## src/rtl/tmr_pkg.sv

```systemverilog
package tmr_pkg;
  // Byte offsets of the register words (software-visible layout)
  localparam int OFF_CNT_LO = 'h00;
  localparam int OFF_CNT_HI = 'h04;
  localparam int OFF_CTRL   = 'h08;
  localparam int OFF_STAT   = 'h0C;
  localparam int OFF_CMP_LO = 'h10;
  localparam int OFF_CMP_HI = 'h14;
  localparam int OFF_STEP   = 'h18;

  // Control word bit positions
  localparam int CB_RUN     = 0;
  localparam int CB_CMP_EN  = 1;
  localparam int CB_IRQ_EN  = 2;
  localparam int CB_AUTO    = 3;
  localparam int CB_PSC_LSB = 8;

  // Status word bit positions
  localparam int SB_FLAG    = 0;
endpackage

```

## src/rtl/tmr_prescale.sv

```systemverilog
module tmr_prescale #(
  parameter int PSC_W = 8
) (
  input  logic             clk,
  input  logic             rst_n,
  input  logic             run,
  input  logic [PSC_W-1:0] psc,
  input  logic             restart,
  output logic             tick
);
  logic [PSC_W-1:0] phase_q, phase_d;

  always_comb begin
    phase_d = phase_q;
    if (restart || !run)       phase_d = '0;
    else if (phase_q == psc)   phase_d = '0;
    else                       phase_d = phase_q + 1'b1;
  end

  assign tick = run && !restart && (phase_q == psc);

  always_ff @(posedge clk or negedge rst_n) begin
    if (!rst_n) phase_q <= '0;
    else        phase_q <= phase_d;
  end

  // Between two ticks at a divider above zero there is always a gap
  AST_PSC_GAP: assert property (@(posedge clk) disable iff (!rst_n)
    (tick && psc != '0) |=> !tick);
endmodule

```

## src/rtl/tmr_count.sv

```systemverilog
module tmr_count #(
  parameter int HALF_W = 32
) (
  input  logic                clk,
  input  logic                rst_n,
  input  logic                tick,
  input  logic                wr_lo,
  input  logic                wr_hi,
  input  logic [HALF_W-1:0]   wdata,
  output logic [2*HALF_W-1:0] cnt
);
  localparam int CNT_W = 2 * HALF_W;

  logic [CNT_W-1:0] cnt_q, cnt_d;
  logic             cnt_en;

  assign cnt_en = wr_lo || wr_hi || tick;

  always_comb begin
    cnt_d = cnt_q;
    if (wr_lo || wr_hi) begin
      if (wr_lo) cnt_d[HALF_W-1:0]     = wdata;
      if (wr_hi) cnt_d[CNT_W-1:HALF_W] = wdata;
    end else if (tick) begin
      cnt_d = cnt_q + 1'b1;
    end
  end

  always_ff @(posedge clk or negedge rst_n) begin
    if (!rst_n)      cnt_q <= '0;
    else if (cnt_en) cnt_q <= cnt_d;
  end

  assign cnt = cnt_q;

  AST_CNT_STEP: assert property (@(posedge clk) disable iff (!rst_n)
    (tick && !wr_lo && !wr_hi) |=> (cnt == $past(cnt) + 1'b1));
  AST_CNT_HOLD: assert property (@(posedge clk) disable iff (!rst_n)
    (!tick && !wr_lo && !wr_hi) |=> $stable(cnt));
endmodule

```

## src/rtl/tmr_compare.sv

```systemverilog
module tmr_compare #(
  parameter int HALF_W = 32,
  parameter int STEP_W = 32
) (
  input  logic                clk,
  input  logic                rst_n,
  input  logic [2*HALF_W-1:0] cnt,
  input  logic                cmp_en,
  input  logic                auto_en,
  input  logic                wr_lo,
  input  logic                wr_hi,
  input  logic                wr_step,
  input  logic                clr,
  input  logic [HALF_W-1:0]   wdata,
  output logic [2*HALF_W-1:0] cmp,
  output logic [STEP_W-1:0]   step,
  output logic                flag
);
  localparam int CNT_W = 2 * HALF_W;

  logic [CNT_W-1:0]  cmp_q, cmp_d, step_ext;
  logic [STEP_W-1:0] step_q;
  logic              armed_q, armed_d, flag_q, flag_d;
  logic              reached, fire;

  assign step_ext = {{(CNT_W-STEP_W){1'b0}}, step_q};
  assign reached  = (cnt >= cmp_q);
  assign fire     = cmp_en && armed_q && reached;

  always_comb begin
    cmp_d = cmp_q;
    if (wr_lo || wr_hi) begin
      if (wr_lo) cmp_d[HALF_W-1:0]     = wdata;
      if (wr_hi) cmp_d[CNT_W-1:HALF_W] = wdata;
    end else if (fire && auto_en) begin
      cmp_d = cmp_q + step_ext;
    end
  end

  always_comb begin
    armed_d = armed_q;
    if (wr_lo || wr_hi || !cmp_en) armed_d = 1'b1;
    else if (fire && !auto_en)     armed_d = 1'b0;
  end

  always_comb begin
    flag_d = flag_q;
    if (fire)     flag_d = 1'b1;
    else if (clr) flag_d = 1'b0;
  end

  always_ff @(posedge clk or negedge rst_n) begin
    if (!rst_n) begin
      cmp_q   <= '0;
      step_q  <= '0;
      armed_q <= 1'b0;
      flag_q  <= 1'b0;
    end else begin
      cmp_q   <= cmp_d;
      armed_q <= armed_d;
      flag_q  <= flag_d;
      if (wr_step) step_q <= wdata[STEP_W-1:0];
    end
  end

  assign cmp  = cmp_q;
  assign step = step_q;
  assign flag = flag_q;

  AST_FLAG_NEEDS_MATCH: assert property (@(posedge clk) disable iff (!rst_n)
    (!flag && !(cmp_en && reached)) |=> !flag);
  AST_CMP_HOLD: assert property (@(posedge clk) disable iff (!rst_n)
    (!auto_en && !wr_lo && !wr_hi) |=> $stable(cmp));
  AST_ONESHOT_DISARM: assert property (@(posedge clk) disable iff (!rst_n)
    (fire && !auto_en && !wr_lo && !wr_hi && cmp_en) |=> !armed_q);
  AST_AUTO_ADD: assert property (@(posedge clk) disable iff (!rst_n)
    (fire && auto_en && !wr_lo && !wr_hi) |=> (cmp == $past(cmp_q + step_ext)));
  AST_CLEAR_WORKS: assert property (@(posedge clk) disable iff (!rst_n)
    (clr && !fire) |=> !flag);
endmodule

```

## src/rtl/tick_cmp_timer.sv

```systemverilog
module tick_cmp_timer
  import tmr_pkg::*;
#(
  parameter int ADDR_W = 5,
  parameter int HALF_W = 32,
  parameter int PSC_W  = 8,
  parameter int STEP_W = 32
) (
  input  logic              clk,
  input  logic              rst_n,
  input  logic [ADDR_W-1:0] bus_addr,
  input  logic              bus_we,
  input  logic [HALF_W-1:0] bus_wdata,
  output logic [HALF_W-1:0] bus_rdata,
  output logic              irq_o
);
  localparam int CNT_W = 2 * HALF_W;
  localparam logic [ADDR_W-1:0] A_CNT_LO = ADDR_W'(OFF_CNT_LO);
  localparam logic [ADDR_W-1:0] A_CNT_HI = ADDR_W'(OFF_CNT_HI);
  localparam logic [ADDR_W-1:0] A_CTRL   = ADDR_W'(OFF_CTRL);
  localparam logic [ADDR_W-1:0] A_STAT   = ADDR_W'(OFF_STAT);
  localparam logic [ADDR_W-1:0] A_CMP_LO = ADDR_W'(OFF_CMP_LO);
  localparam logic [ADDR_W-1:0] A_CMP_HI = ADDR_W'(OFF_CMP_HI);
  localparam logic [ADDR_W-1:0] A_STEP   = ADDR_W'(OFF_STEP);

  logic wr_cnt_lo, wr_cnt_hi, wr_ctrl, wr_stat, wr_cmp_lo, wr_cmp_hi, wr_step;
  assign wr_cnt_lo = bus_we && (bus_addr == A_CNT_LO);
  assign wr_cnt_hi = bus_we && (bus_addr == A_CNT_HI);
  assign wr_ctrl   = bus_we && (bus_addr == A_CTRL);
  assign wr_stat   = bus_we && (bus_addr == A_STAT);
  assign wr_cmp_lo = bus_we && (bus_addr == A_CMP_LO);
  assign wr_cmp_hi = bus_we && (bus_addr == A_CMP_HI);
  assign wr_step   = bus_we && (bus_addr == A_STEP);

  // Control register: next-state and register processes
  logic             run_q, cmp_en_q, irq_en_q, auto_q;
  logic             run_d, cmp_en_d, irq_en_d, auto_d;
  logic [PSC_W-1:0] psc_q, psc_d;

  always_comb begin
    run_d    = run_q;
    cmp_en_d = cmp_en_q;
    irq_en_d = irq_en_q;
    auto_d   = auto_q;
    psc_d    = psc_q;
    if (wr_ctrl) begin
      run_d    = bus_wdata[CB_RUN];
      cmp_en_d = bus_wdata[CB_CMP_EN];
      irq_en_d = bus_wdata[CB_IRQ_EN];
      auto_d   = bus_wdata[CB_AUTO];
      psc_d    = bus_wdata[CB_PSC_LSB +: PSC_W];
    end
  end

  always_ff @(posedge clk or negedge rst_n) begin
    if (!rst_n) begin
      run_q    <= 1'b0;
      cmp_en_q <= 1'b0;
      irq_en_q <= 1'b0;
      auto_q   <= 1'b0;
      psc_q    <= '0;
    end else if (wr_ctrl) begin
      run_q    <= run_d;
      cmp_en_q <= cmp_en_d;
      irq_en_q <= irq_en_d;
      auto_q   <= auto_d;
      psc_q    <= psc_d;
    end
  end

  logic              tick, flag;
  logic [CNT_W-1:0]  cnt, cmp;
  logic [STEP_W-1:0] step;

  tmr_prescale #(.PSC_W(PSC_W)) u_psc (
    .clk(clk), .rst_n(rst_n), .run(run_q), .psc(psc_q),
    .restart(wr_ctrl), .tick(tick)
  );

  tmr_count #(.HALF_W(HALF_W)) u_cnt (
    .clk(clk), .rst_n(rst_n), .tick(tick), .wr_lo(wr_cnt_lo),
    .wr_hi(wr_cnt_hi), .wdata(bus_wdata), .cnt(cnt)
  );

  tmr_compare #(.HALF_W(HALF_W), .STEP_W(STEP_W)) u_cmp (
    .clk(clk), .rst_n(rst_n), .cnt(cnt), .cmp_en(cmp_en_q),
    .auto_en(auto_q), .wr_lo(wr_cmp_lo), .wr_hi(wr_cmp_hi),
    .wr_step(wr_step), .clr(wr_stat && bus_wdata[SB_FLAG]),
    .wdata(bus_wdata), .cmp(cmp), .step(step), .flag(flag)
  );

  // Read-back words
  logic [HALF_W-1:0] ctrl_rd, stat_rd, step_rd;
  always_comb begin
    ctrl_rd = '0;
    ctrl_rd[CB_RUN]    = run_q;
    ctrl_rd[CB_CMP_EN] = cmp_en_q;
    ctrl_rd[CB_IRQ_EN] = irq_en_q;
    ctrl_rd[CB_AUTO]   = auto_q;
    ctrl_rd[CB_PSC_LSB +: PSC_W] = psc_q;
    stat_rd = '0;
    stat_rd[SB_FLAG] = flag;
    step_rd = '0;
    step_rd[STEP_W-1:0] = step;
  end

  always_comb begin
    case (bus_addr)
      A_CNT_LO: bus_rdata = cnt[HALF_W-1:0];
      A_CNT_HI: bus_rdata = cnt[CNT_W-1:HALF_W];
      A_CTRL:   bus_rdata = ctrl_rd;
      A_STAT:   bus_rdata = stat_rd;
      A_CMP_LO: bus_rdata = cmp[HALF_W-1:0];
      A_CMP_HI: bus_rdata = cmp[CNT_W-1:HALF_W];
      A_STEP:   bus_rdata = step_rd;
      default:  bus_rdata = '0;
    endcase
  end

  assign irq_o = flag && irq_en_q;

  AST_IRQ_DROP_FLAG: assert property (@(posedge clk) disable iff (!rst_n)
    $fell(flag) |-> !irq_o);
  AST_IRQ_MASKED: assert property (@(posedge clk) disable iff (!rst_n)
    (wr_ctrl && !bus_wdata[CB_IRQ_EN]) |=> !irq_o);
endmodule

```

## config.mk

```make
export PLATFORM = sky130hd
export DESIGN_NAME = tick_cmp_timer
export DESIGN_NICKNAME = d
export VERILOG_FILES = /design/src/rtl/tmr_pkg.sv /design/src/rtl/tmr_prescale.sv /design/src/rtl/tmr_count.sv /design/src/rtl/tmr_compare.sv /design/src/rtl/tick_cmp_timer.sv
export SDC_FILE = /design/constraint.sdc
export NUM_CORES = 1
export LEC_CHECK = 0
export BUFFER_PORTS_ARGS = -buffer_cell sky130_fd_sc_hd__buf_2
export CAP_MARGIN = 20
export CORE_UTILIZATION = 53
export CTS_CLUSTER_SIZE = 20
export DETAILED_ROUTE_END_ITERATION = 10
export MAX_ROUTING_LAYER = met4
export PLACE_DENSITY = 0.71
export SYNTH_ARGS = -nofsm -noshare
export SYNTH_HDL_FRONTEND = slang
export SYNTH_SLANG_ARGS = --single-unit
```

## constraint.sdc

```tcl
create_clock -name clk -period 9.9 [get_ports clk]
set_clock_uncertainty 0.15 [all_clocks]
set_input_delay 1.485 -clock clk [delete_from_list [all_inputs] [get_ports clk]]
set_output_delay 1.485 -clock clk [all_outputs]
set_load 0.01 [all_outputs]
```

==> results.md <==
* Most common cell in the netlist: a21oi_1
* RSZ-0062 raised after global routing: false
* Maximum Capacitance Violations at 0
* Die Height at 163.9 um
* Synthesized flop and latch total at 182
* I/O pin total at 73
* CP max stage delay at 1.08 ns
* Tightest Pin Transition at 1.076 ns
* Routed vias at 14221
* Gate Count Post-Synth at 1706
* Gpl congestion at 1.013
* Initial antenna violation count at 1
* Dpl hpwl at 37500 um
* Slowest stage cell, crit path: clkinv_1
* Yosys cell types at 80
* Grt total ovfl at 0
* Initial core utilization at 54.51%
* Seq/Total Area, Yosys at 32.80%
* CTS Hold Buffers Added at 0
* Status: complete, no violations
* FF/Latch Area at 4554 sq um
* Synth-to-Final Area Change at 8.650%
* CTS tree: built
* Avg Inst Size Synth at 8.139 sq um
* Final worst path period share at 57.33%
* Critical path buffers and inverters at 3
* First-pass GRT wire length at 76830 um
* Critical Path Sink Type: output port
* Row count at 58
* Most used DFF post-synth: dfrtp_1
* Cell accounting for the most synthesized area: dfrtp_1
* # DRC at 0
* CORE AREA at 25470 sq um
* FMAX at 176.2 MHz
* Post-Syn Nets at 1845
* CTS Buf Count at 17
* Number of synthesized flops with an enable pin at 0
* Startpoint Class: primary input
* Async set-reset flop share out of synthesis at 100.0%
* Max-slew violation count at 0
* Vias in the first global route at 13020
* Fillcell total at 2295
* Crit path DAT at 4.04 ns
* VDD IR max at 0.1517 mV
* Area contributors post-synth: dfrtp_1 33%, ha_1 8.8%, a21oi_1 7.1%, o21ai_0 4.6%, nand2_1 4.6%
* Gr usage total at 39.54%
* Post-CTS Setup Inserts at 0
* Max_slew headroom at 28.26%
* Final setup viols at 0
* Pwr Density at 215.7 nW/um^2
* Yosys warns at 0
* Clock sinks at 182
* HP Class: register to register
* Area of the die at 26850 sq um
* N_diodes at 0
* Critical path type: primary input to output port
* Setup_tns at 0 ns
* Iteration-0 DRC Markers at 2085
* Final min period at 5.676 ns
* H-tree levels at 4
* CP max FO at 34
* Horiz. Die Dim at 163.9 um
* Post-detailed-route count of antenna-violating nets at 0
* Share of cells above drive strength 1 at 11.63%
* Commonest cells in the netlist: 198 x a21oi_1, 182 x dfrtp_1, 170 x nand2_1, 146 x nor2_1, 129 x o21ai_0
* Pleak at 6.613 nW
* CP top delay family: buffers and inverters
* Largest net degree at the start of global routing at 87
* DRT Pass-1 Iters at 7
* Area post-placement at 14470 sq um
* R2R Setup Slk at 5.73 ns
* Worst skew pair latency at 0.45 ns
* Req. time, crit path at 8.27 ns
* Worst-path clk slew at 0.08 ns
* Fin. Hold Viols at 0
* Nets at 1854
* CP dominant cell by count: buf_2
* Final instance area at 15090 sq um
* Multi-input logic area at 8652 sq um
* Share of the synthesized area in the top cell type at 32.80%
* Root buf cell: clkbuf_16
* Crit-path cells: buf_2, clkinv_1, o21ai_0, buf_2
* Vias/cell at 6.910
* Port Buffers at 72
* Clock Tree Buf Depth at 2
* Post_cts resized at 0
* Mapped Area at 13890 sq um
* Routed WL at 50720 um
* Wirelength per Cell at 24.65 um
## sequential cells by signal, indices dropped and copies added, names as in the netlist
name / cells
psc_q: 8
irq_en_q: 1
run_q: 1
auto_q: 1
u_cmp.step: 32
u_cmp.cmp: 64
u_cmp.armed_q: 1
u_psc.phase_q: 8
u_cnt.cnt: 64
cmp_en_q: 1
u_cmp.flag: 1
## cell usage in the layout (no fill, tap or decap), types with 9 or more instances in the layout
cell type	count
o22ai_1	42
nand4_1	34
a22oi_1	26
ha_1	98
nand2_1	168
xor2_1	22
nor2_1	144
a21oi_1	198
mux2_2	48
o22a_1	10
buf_4	14
mux2i_1	25
nor3_1	23
nand3_1	66
a211oi_1	13
a221o_1	9
clkbuf_16	17
a222oi_1	20
o21ai_0	129
and3_1	27
nor4_1	13
a2bb2oi_1	9
a21o_1	9
inv_1	92
buf_2	71
dfrtp_1	182
xnor2_1	19
a31oi_1	32
## report_power, final
group          internal (mW)  switching [mW]  total, mW
clock                  0.365           0.362      0.727
sequential             0.900           0.273       1.17
combinational          0.561           0.794       1.35
## worst register-to-register path, stage by stage, from the launching register on
cell	delay [ns]
dfrtp_1	0.45
inv_1	0.10
ha_1	0.29
nand2b_1	0.13
a2111oi_0	0.58
or4_1	0.22
a31oi_1	0.12
o21ai_1	0.33
a21o_1	0.47
and2_0	0.83
nor2_1	0.16
o22a_1	0.24
## through the flow
| step | util, % | total power [mW] | cells | hold WS, ns | setup slack [ns] |
|---|---|---|---|---|---|
| 2_1_floorplan | - | 2.077 | 1706 | 0.3336 | 5.031 |
| 3_3_place_gp | 56.70 | 2.448 | 2024 | 0.3603 | 4.431 |
| 3_5_place_dp | 56.82 | 2.480 | 2026 | 0.3830 | 4.375 |
| 4_1_cts | 59.23 | 3.206 | 2058 | 0.4003 | 4.381 |
| 5_1_grt | 59.23 | 3.451 | 2058 | 0.4151 | 4.156 |
| 6_report | 59.23 | 3.254 | 2058 | 0.4027 | 4.224 |
## path summary, 6_finish.rpt
check / from / to / depth (start not counted)
max: bus_addr[2] / bus_rdata[0] / 4
max reg2reg: u_cnt.cnt[0]$_DFFE_PN0P_ / u_cmp.cmp[37]$_DFFE_PN0P_ / 11
min reg2reg: u_cmp.step[2]$_DFFE_PN0P_ / u_cmp.step[2]$_DFFE_PN0P_ / 1
max in group asynchronous: rst_n / u_cnt.cnt[3]$_DFFE_PN0P_ / 2
min in group asynchronous: rst_n / u_psc.phase_q[1]$_DFF_PN0_ / 1
min: u_cmp.step[2]$_DFFE_PN0P_ / u_cmp.step[2]$_DFFE_PN0P_ / 1
## area by class of cell
cell class                 instances  area share, %
clock inverter                    15          1.252
sequential                       182          30.19
timing repair buffer              88          3.342
tap                              330          2.737
multi-input combinational       1333          57.35
clock buffer                      17          2.820
inverter                          93          2.314
## layer usage
metal / vias to the layer above / part of all wire, % / wire length, um / global-route usage [%]
met5: - / 0 / 0 / -
met3: 114 / 13 / 6489 / 8.258
li1: 6350 / - / - / -
met1: 6876 / 42 / 21220 / 55.64
met2: 881 / 42 / 21480 / 56.16
met4: 0 / 3.0 / 1525 / 13.38
## cell families (layout without fill, tap and decap cells)
| group | count (synthesis) | count (layout) | synth area share [%] |
|---|---|---|---|
| AOI/OAI and AO/OA | 584 | 584 | 26.43 |
| and+or+nand+nor | 536 | 536 | 18.23 |
| buffers and inverters | 191 | 213 | 5.289 |
| DFF | 182 | 182 | 32.80 |
| adders and majority gates | 99 | 99 | 8.975 |
| muxes | 73 | 73 | 5.695 |
| xor gates and xnor gates | 41 | 41 | 2.586 |
Note: power is estimated with default switching activity, not from simulation.
